$ cat config.mk
export PLATFORM = sky130hd
export DESIGN_NAME = mimic_rx_path
export DESIGN_NICKNAME = d
export VERILOG_FILES = /design/src/rtl/mrx_pkg.sv /design/src/rtl/mrx_stage.sv /design/src/rtl/mrx_fifo.sv /design/src/rtl/mrx_idle_timer.sv /design/src/rtl/mimic_rx_path.sv
export SDC_FILE = /design/constraint.sdc
export NUM_CORES = 1
export LEC_CHECK = 0
export BUFFER_PORTS_ARGS = -buffer_cell sky130_fd_sc_hd__clkbuf_2
export CAP_MARGIN = 20
export CORE_AREA = 3 3 132 134
export CTS_BUF_LIST = sky130_fd_sc_hd__clkbuf_16
export DETAILED_ROUTE_END_ITERATION = 8
export DIE_AREA = 0 0 135 137
export GPL_TIMING_DRIVEN = 0
export PLACE_DENSITY_LB_ADDON = 0.08
export SYNTH_ARGS = -nofsm -noshare
export SYNTH_HDL_FRONTEND = slang
export SYNTH_SLANG_ARGS = --single-unit
$ cat constraint.sdc
create_clock -name clk -period 10.6 [get_ports clk]
set_input_delay 2.12 -clock clk [delete_from_list [all_inputs] [get_ports clk]]
set_output_delay 2.12 -clock clk [all_outputs]
set_load 0.01 [all_outputs]
$ cat src/rtl/mrx_pkg.sv
package mrx_pkg;
    localparam int FLAG_W = 3;
    localparam int BYTE_W = 8;

    typedef logic [FLAG_W-1:0] err_flags_t;

    typedef struct packed {
        err_flags_t        flags;
        logic [BYTE_W-1:0] data;
    } rx_entry_t;

    localparam int ENTRY_W = $bits(rx_entry_t);
endpackage

$ cat src/rtl/mrx_stage.sv
module mrx_stage
    import mrx_pkg::*;
(
    input  logic       clk,
    input  logic       rst_n,
    input  logic       stat_we,
    input  err_flags_t stat_flags,
    input  logic       data_we,
    output err_flags_t tag_flags
);
    typedef struct packed {
        err_flags_t staged;
    } stage_state_t;

    stage_state_t s_d, s_q;

    always_comb begin
        s_d       = s_q;
        tag_flags = stat_we ? stat_flags : s_q.staged;
        if (data_we)
            s_d.staged = '0;
        else if (stat_we)
            s_d.staged = stat_flags;
    end

    always_ff @(posedge clk) begin
        if (!rst_n) s_q <= '0;
        else        s_q <= s_d;
    end


    stage_load_chk: assert property (@(posedge clk) disable iff (!rst_n)
        (stat_we && !data_we) |=> (s_q.staged == $past(stat_flags)));


    stage_clear_chk: assert property (@(posedge clk) disable iff (!rst_n)
        data_we |=> (s_q.staged == '0));
endmodule

$ cat src/rtl/mrx_fifo.sv
module mrx_fifo
    import mrx_pkg::*;
#(
    parameter int DEPTH = 16,
    localparam int PTR_W = (DEPTH > 1) ? $clog2(DEPTH) : 1,
    localparam int CNT_W = $clog2(DEPTH + 1)
) (
    input  logic             clk,
    input  logic             rst_n,
    input  logic             push_req,
    input  rx_entry_t        push_entry,
    input  logic             pop_req,
    output rx_entry_t        head,
    output logic [CNT_W-1:0] count,
    output logic             err_any,
    output logic             dropped
);
    typedef struct packed {
        logic [PTR_W-1:0] wr_ptr;
        logic [PTR_W-1:0] rd_ptr;
        logic [CNT_W-1:0] cnt;
        logic [CNT_W-1:0] err_cnt;
    } fifo_state_t;

    fifo_state_t s_d, s_q;
    rx_entry_t   mem [DEPTH];
    logic        do_pop, do_push, is_full;

    function automatic logic [PTR_W-1:0] ptr_inc(input logic [PTR_W-1:0] p);
        return (p == PTR_W'(DEPTH - 1)) ? '0 : p + PTR_W'(1);
    endfunction

    always_comb begin
        s_d     = s_q;
        head    = mem[s_q.rd_ptr];
        is_full = (s_q.cnt == CNT_W'(DEPTH));
        do_pop  = pop_req && (s_q.cnt != '0);
        do_push = push_req && (!is_full || do_pop);
        dropped = push_req && !do_push;

        if (do_push) s_d.wr_ptr = ptr_inc(s_q.wr_ptr);
        if (do_pop)  s_d.rd_ptr = ptr_inc(s_q.rd_ptr);

        s_d.cnt = s_q.cnt + CNT_W'(do_push) - CNT_W'(do_pop);
        s_d.err_cnt = s_q.err_cnt
                    + CNT_W'(do_push && (push_entry.flags != '0))
                    - CNT_W'(do_pop && (head.flags != '0));

        count   = s_q.cnt;
        err_any = (s_q.err_cnt != '0);
    end

    always_ff @(posedge clk) begin
        if (!rst_n) s_q <= '0;
        else        s_q <= s_d;
    end

    always_ff @(posedge clk) begin
        if (do_push) mem[s_q.wr_ptr] <= push_entry;
    end


    cnt_bound_chk: assert property (@(posedge clk) disable iff (!rst_n)
        s_q.cnt <= CNT_W'(DEPTH));


    err_bound_chk: assert property (@(posedge clk) disable iff (!rst_n)
        s_q.err_cnt <= s_q.cnt);


    drop_hold_chk: assert property (@(posedge clk) disable iff (!rst_n)
        (push_req && !pop_req && s_q.cnt == CNT_W'(DEPTH)) |=> $stable(s_q.cnt));


    full_swap_chk: assert property (@(posedge clk) disable iff (!rst_n)
        (push_req && pop_req && s_q.cnt == CNT_W'(DEPTH)) |=> (s_q.cnt == CNT_W'(DEPTH)));


    empty_pop_chk: assert property (@(posedge clk) disable iff (!rst_n)
        (pop_req && !push_req && s_q.cnt == '0) |=> (s_q.cnt == '0));
endmodule

$ cat src/rtl/mrx_idle_timer.sv
module mrx_idle_timer #(
    parameter int TMO_W = 16
) (
    input  logic             clk,
    input  logic             rst_n,
    input  logic             activity,
    input  logic             host_pop,
    input  logic             nonempty,
    input  logic [TMO_W-1:0] limit,
    output logic             timeout
);
    typedef struct packed {
        logic [TMO_W-1:0] idle;
        logic             tmo;
    } tmr_state_t;

    tmr_state_t s_d, s_q;

    always_comb begin
        s_d = s_q;
        if (activity || !nonempty)
            s_d.idle = '0;
        else if (s_q.idle != limit)
            s_d.idle = s_q.idle + TMO_W'(1);

        if (host_pop)
            s_d.tmo = 1'b0;
        else if (nonempty && !activity && (s_q.idle == limit))
            s_d.tmo = 1'b1;

        timeout = s_q.tmo;
    end

    always_ff @(posedge clk) begin
        if (!rst_n) s_q <= '0;
        else        s_q <= s_d;
    end


    tmo_clear_chk: assert property (@(posedge clk) disable iff (!rst_n)
        host_pop |=> !timeout);


    tmo_rise_chk: assert property (@(posedge clk) disable iff (!rst_n)
        $rose(timeout) |-> ($past(nonempty) && !$past(activity)));
endmodule

$ cat src/rtl/mimic_rx_path.sv
module mimic_rx_path
    import mrx_pkg::*;
#(
    parameter int DEPTH  = 16,
    parameter int TMO_W  = 16,
    parameter int TRIG_0 = 1,
    parameter int TRIG_1 = 4,
    parameter int TRIG_2 = 8,
    parameter int TRIG_3 = 14,
    localparam int CNT_W = $clog2(DEPTH + 1)
) (
    input  logic             clk,
    input  logic             rst_n,
    input  logic             ctl_stat_we,
    input  logic [2:0]       ctl_err_flags,
    input  logic             ctl_data_we,
    input  logic [7:0]       ctl_data,
    input  logic             host_rd_data,
    input  logic             host_rd_lsr,
    input  logic [1:0]       trig_sel,
    input  logic [TMO_W-1:0] tmo_limit,
    output logic [7:0]       host_data,
    output logic [7:0]       host_lsr,
    output logic             irq_data_ready,
    output logic             irq_trigger,
    output logic             irq_timeout,
    output logic             irq_line_err
);
    typedef struct packed {
        logic ovr;
    } top_state_t;

    top_state_t       s_d, s_q;
    err_flags_t       tag_flags;
    rx_entry_t        new_entry, head;
    logic [CNT_W-1:0] count;
    logic [CNT_W-1:0] trig_level;
    logic             err_any, dropped, nonempty;
    err_flags_t       head_flags;

    mrx_stage u_stage (
        .clk        (clk),
        .rst_n      (rst_n),
        .stat_we    (ctl_stat_we),
        .stat_flags (ctl_err_flags),
        .data_we    (ctl_data_we),
        .tag_flags  (tag_flags)
    );

    always_comb begin
        new_entry.flags = tag_flags;
        new_entry.data  = ctl_data;
    end

    mrx_fifo #(.DEPTH(DEPTH)) u_fifo (
        .clk        (clk),
        .rst_n      (rst_n),
        .push_req   (ctl_data_we),
        .push_entry (new_entry),
        .pop_req    (host_rd_data),
        .head       (head),
        .count      (count),
        .err_any    (err_any),
        .dropped    (dropped)
    );

    mrx_idle_timer #(.TMO_W(TMO_W)) u_tmr (
        .clk      (clk),
        .rst_n    (rst_n),
        .activity (ctl_data_we || host_rd_data),
        .host_pop (host_rd_data),
        .nonempty (nonempty),
        .limit    (tmo_limit),
        .timeout  (irq_timeout)
    );

    always_comb begin
        s_d = s_q;
        if (dropped)
            s_d.ovr = 1'b1;
        else if (host_rd_lsr)
            s_d.ovr = 1'b0;

        unique case (trig_sel)
            2'd0:    trig_level = CNT_W'(TRIG_0);
            2'd1:    trig_level = CNT_W'(TRIG_1);
            2'd2:    trig_level = CNT_W'(TRIG_2);
            default: trig_level = CNT_W'(TRIG_3);
        endcase

        nonempty       = (count != '0);
        head_flags     = nonempty ? head.flags : '0;
        host_data      = head.data;
        host_lsr       = {err_any, 2'b00, head_flags, s_q.ovr, nonempty};
        irq_data_ready = nonempty;
        irq_trigger    = (count >= trig_level);
        irq_line_err   = s_q.ovr || (head_flags != '0);
    end

    always_ff @(posedge clk) begin
        if (!rst_n) s_q <= '0;
        else        s_q <= s_d;
    end


    ovr_set_chk: assert property (@(posedge clk) disable iff (!rst_n)
        dropped |=> host_lsr[1]);


    ovr_clear_chk: assert property (@(posedge clk) disable iff (!rst_n)
        (host_rd_lsr && !dropped) |=> !host_lsr[1]);


    ready_after_push_chk: assert property (@(posedge clk) disable iff (!rst_n)
        (ctl_data_we && !host_rd_data) |=> irq_data_ready);
endmodule

# ---- Yosys cells after proc, flatten, opt, wreduce, memory -nomap -nowiden
# Memories as Yosys holds them, arrays and structs flattened. A register that Yosys moved wholly into a read port is not among the register bits.
# Index checks and enable logic that the tools add are counted.
dict set report op_classes {
  reduce_logical 25
  bitwise_logic 1
  eq_ne 7
  add_sub_neg 7
  order_cmp 1
  muxes 11
}
# cell count
set ops {}
lappend ops {{$add 16x1->16 const B} 1}
lappend ops {{$eq 16x16->1} 1}
lappend ops {{$mux 4} 4}
lappend ops {{$ne 16x16->1} 1}
lappend ops {{$pmux 4 s3} 1}
lappend ops {{$add 5x1->5} 2}
lappend ops {{$reduce_bool 5->1} 2}
lappend ops {{$sub 5x1->5} 2}
lappend ops {{$reduce_bool 3->1} 3}
lappend ops {{$add 4x1->4 const B} 2}
lappend ops {{$eq 4x4->1 const B} 2}
lappend ops {{$logic_and 1x1->1} 7}
lappend ops {{$mux 3} 2}
lappend ops {{$reduce_or 2->1} 3}
lappend ops {{$eq 5x5->1 const B} 1}
lappend ops {{$ge 5x5->1} 1}
lappend ops {{$logic_not 1->1} 4}
lappend ops {{$logic_or 1x1->1} 4}
lappend ops {{$mux 1} 4}
lappend ops {{$eq 2x1->1 const B} 1}
lappend ops {{$eq 2x2->1 const B} 1}
lappend ops {{$logic_not 2->1} 1}
lappend ops {{$reduce_bool 2->1} 1}
lappend ops {{$not 1->1} 1}
dict set report word_totals {
  memories 1
  mem_bits_rw 176
  out_inout_bits 20
  ff_bits 39
}
# name depth width rd rd_clocked_by_memory_dff write_ports line
set mem_list {}
lappend mem_list {u_fifo.mem 16 11 1 1 1 mrx_fifo.sv:26} ;# rx_entry_t mem [DEPTH];

# ---- Longest topological paths before layout
# Gate-level depths: netlist of the first run.
dict set report depth {
  depth_word 7
  mapped_depth 15
  mapped_depth_nobuf 13
}

# ---- Cells and area by module
# A second synthesis of the first run with hierarchy kept.
dict set report unflattened {
  hier_cells 567
  area_unflattened_um2 9277.6
}
# module n_inst area_per_inst_um2 seq_area_each_um2 cells_each
set by_module_without_submodules {}
lappend by_module_without_submodules {mrx_fifo 1 7917.6 5725.5 407}
lappend by_module_without_submodules {mrx_idle_timer 1 998.5 340.3 118}
lappend by_module_without_submodules {mimic_rx_path 1 235.2 20.0 32}
lappend by_module_without_submodules {mrx_stage 1 126.4 60.1 10}

# ---- Worst setup path after synthesis of the first run
# OpenSTA, ideal clock, no wires.
dict set report synth_timing {
  kind {in2out}
  from {in trig_sel[0]}
  to {out irq_trigger}
  path_buffers 0
  required_ns 8.480
  arrival_ns 2.960
  slack_ns 5.520
  stages 7
  cell_sequence {nor2_1 -> ha_1 -> nand2b_1 -> a21oi_1 -> nor2b_1 -> o21ai_0 -> nand2_1}
}
dict set report synth_between {
  elab_chain_len 3
}
# item line
set synth_rtl {}
lappend synth_rtl {{start, declared} mimic_rx_path.sv:20} ;# input logic [1:0] trig_sel,
lappend synth_rtl {{$eq 2x2->1 (tied with other cells)} mimic_rx_path.sv:84} ;# unique case (trig_sel)
lappend synth_rtl {{$pmux 4 s3 (*)} mimic_rx_path.sv:84}
lappend synth_rtl {{$ge 5x5->1 (*)} mimic_rx_path.sv:96} ;# irq_trigger = (count >= trig_level);
lappend synth_rtl {{end, declared} mimic_rx_path.sv:25} ;# output logic irq_trigger,
# Mark *: on every way between the ends. The rest lies on a longest branch, timed or not.

==> impl_metrics.json, run 1 <==
{
  "synth_ff_type": "edfxtp_1",
  "rr_worst_depth": 15,
  "required_ns": 8.48,
  "timing.rr.end": "u_fifo.s_q[4]",
  "finalCriticalPeriod_ns": 5.38,
  "row_count": 47,
  "clk_latency_ns": 0.50,
  "routed_via_density": 5.76,
  "overflow": 0,
  "antenna_found_initial": 0,
  "hpwl_um": 13000,
  "yosysWarningCount": 0,
  "skew_ns": 0.00946,
  "cts_sinks": 219,
  "p_clk_share_pct": 35.0,
  "avgSynthCellArea_sq_um": 16.5,
  "comb_power_share_pct": 20.6,
  "fin_cells": 891,
  "synth-seq-cells": 219,
  "drv_slew": 0,
  "die_area_sq_um": 18500,
  "finalPower_mw": 2.22,
  "post-cts-setup-buffers": 0,
  "die_w_um": 135,
  "irDropWorstVdd_v": 0.000134,
  "period_share_pct": 50.8,
  "cp.arrival_ns": 3.26,
  "synth_seq_area_share_pct": 66.3,
  "drc": 0,
  "ys_types": 52,
  "drt_iter0_markers": 303,
  "dp_cells": 851,
  "post_cts_resized": 0,
  "rsz0062_at_grt": "false",
  "hold_start": "u_stage.s_q[0]",
  "ioPinCount": 55,
  "route.vias.total": 5134,
  "regArea_sq_um": 6150,
  "status": "complete, no violations",
  "diodes": 0,
  "power_frac_seq_pct": 44.4,
  "path_class": "reg -> out",
  "rrSetupSlack_ns": 6.20,
  "grtUsageMet1_pct": 27.5,
  "first_pass_iters": 4,
  "grtUsageTotal_pct": 20.6,
  "numPortBuffers": 52,
  "drive_gt1_share_pct": 27.1,
  "cts.clk_slew.worst_paths_ns": 0.06,
  "cap_violations": 0,
  "p_int_mw": 1.65,
  "synth.cell_area_sq_um": 9270,
  "async_flop_share_pct": 0,
  "switching_share_pct": 25.6,
  "final_antenna_net_count": 0,
  "h-tree-depth": 1,
  "maxSlewHeadroom_pct": 38.4,
  "powerDensity_nw_per_um2": 207,
  "setup_tns_ns": 0,
  "setup_viol": 0,
  "gr-usage-met2_pct": 35.4,
  "cts_tree": "built",
  "multi_input_area_sq_um": 2880,
  "initial_utilization_pct": 56.5,
  "cp-start-kind": "flip-flop",
  "clockRootBuffer": "clkbuf_16",
  "area_growth_pct": 15.8,
  "nNetsFinal": 714,
  "routabilityCongestion": 0.842,
  "synth_edf_count": 176,
  "grt_pass1_wl_um": 28700,
  "nFillCells": 1153,
  "cts_made_buffers": 22,
  "ctsLongestPathBuffers": 3,
  "hold_class": "reg -> reg",
  "netlist_instances": 562,
  "routedWlPerCell_um": 21.0,
  "fmax_mhz": 186,
  "core_area_sq_um": 16400,
  "end_kind": "primary output",
  "finalHoldViolations": 0,
  "holdBufCountCts": 0,
  "grt_max_degree": 18,
  "worstMarginPinSlew_ns": 0.921,
  "critPathMaxFanout": 10,
  "dieHeight_um": 137,
  "grt_busiest_layer": "met2",
  "grt_pass1_vias": 5178,
  "totalWireLength_um": 18800,
  "p_leak_nw": 3.66,
  "p_sw_mw": 0.570,
  "worstHoldPathCells": 2,
  "grtUsageMet3_pct": 3.16,
  "holdPathEnd": "u_stage.s_q[0]"
}
critical path, cell delays in order, from the launching register on:
cell,delay [ns]
dfxtp_1,0.30
clkbuf_1,0.35
buf_1,0.59
mux4_2,0.42
a22oi_1,0.21
nand3_1,0.12
nor3_1,0.50
o21bai_1,0.12
clkbuf_2,0.16
cell families after synthesis:
group	count (synthesis)	synth area share, %
XOR/XNOR	25	2.36
AND/OR/NAND/NOR	125	7.77
AO/OA/AOI/OAI	60	4.21
buffers and inverters	52	2.85
flip-flops	219	66.3
multiplexers	56	13.1
adder cells (fa/ha/maj)	24	3.40
other	1	0.0405
registers in the layout, indices dropped and copies added, names as in the netlist, named ones only:
name,count
u_fifo.mem,176
u_tmr.s_q,16
u_fifo.s_q,13
u_fifo.count,5
u_stage.s_q,3
s_q,1
u_tmr.timeout,1
cell usage in the layout (no fill, tap or decap), types with 19 or more instances in the layout:
master,netlist,routed
a21oi_1,22,22
inv_1,25,29
mux4_2,52,52
nand2_1,22,22
clkbuf_2,0,52
dfxtp_1,43,43
ha_1,22,22
edfxtp_1,176,176
xnor2_1,19,19
clkbuf_16,0,23
nor2_1,26,26
metal layers:
layer | vias to the layer above | routed length, um
met5 | - | 0
li1 | 2369 | -
met4 | 0 | 421
met2 | 139 | 9610
met3 | 26 | 946
met1 | 2600 | 7780
cell usage after synthesis (6+ instances only):
cell type / instances / area share, %
o21ai_0: 7 / 0.38
or4_1: 8 / 0.65
buf_4: 7 / 0.57
ha_1: 22 / 3.0
nor3_1: 8 / 0.43
clkbuf_1: 11 / 0.45
dfxtp_1: 43 / 9.3
a31oi_1: 6 / 0.40
xnor2_1: 19 / 1.8
nor2_1: 26 / 1.1
and2_1: 9 / 0.61
nand2_1: 22 / 0.89
nor2b_1: 8 / 0.54
edfxtp_1: 176 / 57
o31ai_1: 9 / 0.73
nand3_1: 12 / 0.65
xor2_1: 6 / 0.57
mux4_2: 52 / 13
a21oi_1: 22 / 1.2
inv_1: 25 / 1.0
worst max path at each step:
stage	from	end	slack (ns)	depth (start not counted)
after floorplan	trig_sel[0]	irq_trigger	5.52	7
after global placement	trig_sel[0]	irq_trigger	5.21	9
after detailed placement	trig_sel[0]	irq_trigger	5.23	9
after CTS	trig_sel[0]	irq_trigger	5.22	9
after global routing	flip-flop	irq_line_err	5.03	8
final	flip-flop	irq_line_err	5.22	8
per-stage QoR:
step | worst slack [ns] | utilization [%] | instance area (sq um) | hold slack (ns)
2_1_floorplan | 5.52 | - | 9270 | 0.464
3_5_place_dp | 5.23 | 61.0 | 10000 | 0.505
3_3_place_gp | 5.21 | 59.8 | 9810 | 0.483
4_1_cts | 5.22 | 65.5 | 10700 | 0.516
6_report | 5.22 | 65.5 | 10700 | 0.513
5_1_grt | 5.03 | 65.5 | 10700 | 0.542
power groups by stage:
stage | Sequential [mW] | Combinational [mW] | Clock, mW
2_1_floorplan | 0.999 | 0.332 | 0
5_1_grt | 0.991 | 0.506 | 0.824
3_5_place_dp | 1.01 | 0.464 | 0
3_3_place_gp | 1.00 | 0.446 | 0
6_report | 0.987 | 0.458 | 0.779
4_1_cts | 0.987 | 0.467 | 0.792
final cells by class:
| cell class | instances | area share [%] |
|---|---|---|
| multi-input cells | 292 | 26.9 |
| repair buffers | 68 | 4.07 |
| flip-flops and latches | 219 | 57.2 |
| clock buffers | 23 | 5.36 |
| plain buffers | 27 | 1.58 |
| clock inverters | 17 | 1.47 |
| inverters | 25 | 0.874 |
| well taps | 220 | 2.56 |
(Power assumes the default switching activity.)
==> run 2, diff against run 1 <==
- CORE_AREA: 3 3 132 134 -> 3 3 134 136
- DIE_AREA: 0 0 135 137 -> 0 0 137 139
- clock period: 10.6 -> 4.7 ns (I/O delays scaled with it)
==> run 2 against run 1 <==
Net effect:
- critical path depth increased by 7
- die area increased by 3.0%
- sequential share of layout area decreased by 0.15 points
==> impl_metrics.json, run 2 (synthesis results as in run 1) <==
{
  "status": "complete, no violations",
  "powerDensity_nw_per_um2": 470,
  "ctsLongestPathBuffers": 3,
  "grt_pass1_wl_um": 30000,
  "grt_pass1_vias": 5469,
  "die_area_sq_um": 19000,
  "fin_ws_ns": 0.385,
  "ioPinCount": 55,
  "regArea_sq_um": 6150,
  "fmax_mhz": 232,
  "cap_violations": 0,
  "routedWlPerCell_um": 21.2,
  "final_antenna_net_count": 0,
  "grt_max_degree": 18,
  "route.vias.total": 5207,
  "cts_tree": "built",
  "clk_latency_ns": 0.50,
  "largest_register_ffs": 176,
  "overflow": 0,
  "drt_iter0_markers": 430,
  "setup_viol": 0,
  "drc": 0,
  "cp-start-kind": "flip-flop",
  "routabilityCongestion": 0.823,
  "critPathCapture": "u_fifo.s_q[4]",
  "regMostFlops": "u_fifo.mem",
  "cts.clk_slew.worst_paths_ns": 0.06,
  "fin_worst_hold_slack_ns": 0.508,
  "dieHeight_um": 139,
  "hold_start": "u_tmr.s_q[16]",
  "period_share_pct": 91.8,
  "path_class": "reg -> reg",
  "final_common_cell": "edfxtp_1",
  "drive_gt1_share_pct": 27.1,
  "critPathMaxFanout": 10,
  "row_count": 48,
  "design_area_sq_um": 10800,
  "cp.arrival_ns": 4.70,
  "irDropWorstVdd_v": 0.000331,
  "end_kind": "flip-flop",
  "placed_area_sq_um": 10000,
  "setup_tns_ns": 0,
  "h-tree-depth": 1,
  "antenna_found_initial": 0,
  "place_ws_ns": 0.405,
  "layout_common_cells": "edfxtp_1, mux4_2, clkbuf_2, dfxtp_1, inv_1",
  "rr_worst_depth": 15,
  "drv_slew": 0,
  "holdBufCountCts": 0,
  "rrSetupSlack_ns": 0.39,
  "core_area_sq_um": 17100,
  "finalCriticalPeriod_ns": 4.31,
  "cts_made_buffers": 23,
  "skew_ns": 0.00466,
  "grtUsageTotal_pct": 20.7,
  "nFillCells": 1275,
  "diodes": 0,
  "post_cts_resized": 0,
  "required_ns": 5.09,
  "p_leak_nw": 3.68,
  "post-cts-setup-buffers": 0,
  "area_growth_pct": 16.2,
  "numPortBuffers": 52,
  "finalHoldViolations": 0,
  "cts_sinks": 219,
  "multi_input_area_sq_um": 2880,
  "hold_class": "reg -> reg",
  "worstMarginPinSlew_ns": 0.937,
  "maxSlewHeadroom_pct": 37.5,
  "clockRootBuffer": "clkbuf_16",
  "first_pass_iters": 4,
  "die_w_um": 137,
  "dp_cells": 856,
  "nNetsFinal": 715,
  "reg_top3": "u_fifo.mem x176, u_tmr.s_q x16, u_fifo.s_q x13",
  "fin_cells": 896,
  "rsz0062_at_grt": "false",
  "timing.rr.end": "u_fifo.s_q[4]",
  "initial_utilization_pct": 54.4,
  "hpwl_um": 13300,
  "routed_via_density": 5.81,
  "totalWireLength_um": 19000
}
==> run 2: through the flow <==
stage                     util, %  power (mW)
after floorplan                 -        3.00
after global placement       57.5        3.27
after detailed placement     58.7        3.32
after CTS                    63.1        5.11
after global routing         63.1        5.30
final                        63.1        5.06
==> run 2: how the worst min path moves through the flow <==
stage,endpoint,depth (start not counted)
3_5_place_dp,u_tmr.s_q[16],2
4_1_cts,u_tmr.s_q[16],2
6_report,u_tmr.s_q[16],2
3_3_place_gp,u_tmr.s_q[16],2
2_1_floorplan,u_tmr.s_q[16],2
5_1_grt,u_tmr.s_q[16],2
==> run 2: cell type report <==
cell class                 count  share of cell area [%]
timing repair buffer          68                    4.09
buffer                        27                    1.58
clock buffer                  23                    5.35
clock inverter                17                    1.64
multi-input combinational    292                    26.8
inverter                      25                   0.871
sequential                   219                    57.1
tap                          225                    2.61
==> run 2: per-layer routing <==
metal / wire, um / share of wire [%] / global-route usage [%] / vias up
li1: - / - / - / 2369
met2: 9500 / 50 / 34.2 / 186
met1: 7880 / 42 / 28.7 / 2619
met3: 1170 / 6.1 / 3.52 / 33
met4: 414 / 2.2 / 5.93 / 0
met5: 0 / 0 / 0 / -
==> run 2: worst max-delay path, cell delays in order (launching register included) <==
cell,delay [ns]
dfxtp_1,0.30
clkbuf_1,0.32
buf_1,0.58
mux4_2,0.41
a22oi_1,0.22
nand3_1,0.12
nor3_1,0.47
nor2_1,0.09
ha_1,0.29
inv_1,0.04
ha_1,0.21
fa_1,0.41
a21oi_1,0.16
nor2_1,0.07
or3_1,0.33
and3_1,0.18
==> run 2: power by group <==
| part | total (mW) | switching [mW] | internal [mW] |
|---|---|---|---|
| logic | 1.04 | 0.532 | 0.504 |
| clock network | 1.80 | 0.695 | 1.10 |
| registers | 2.23 | 0.0508 | 2.18 |
| total | 5.06 | 1.28 | 3.78 |
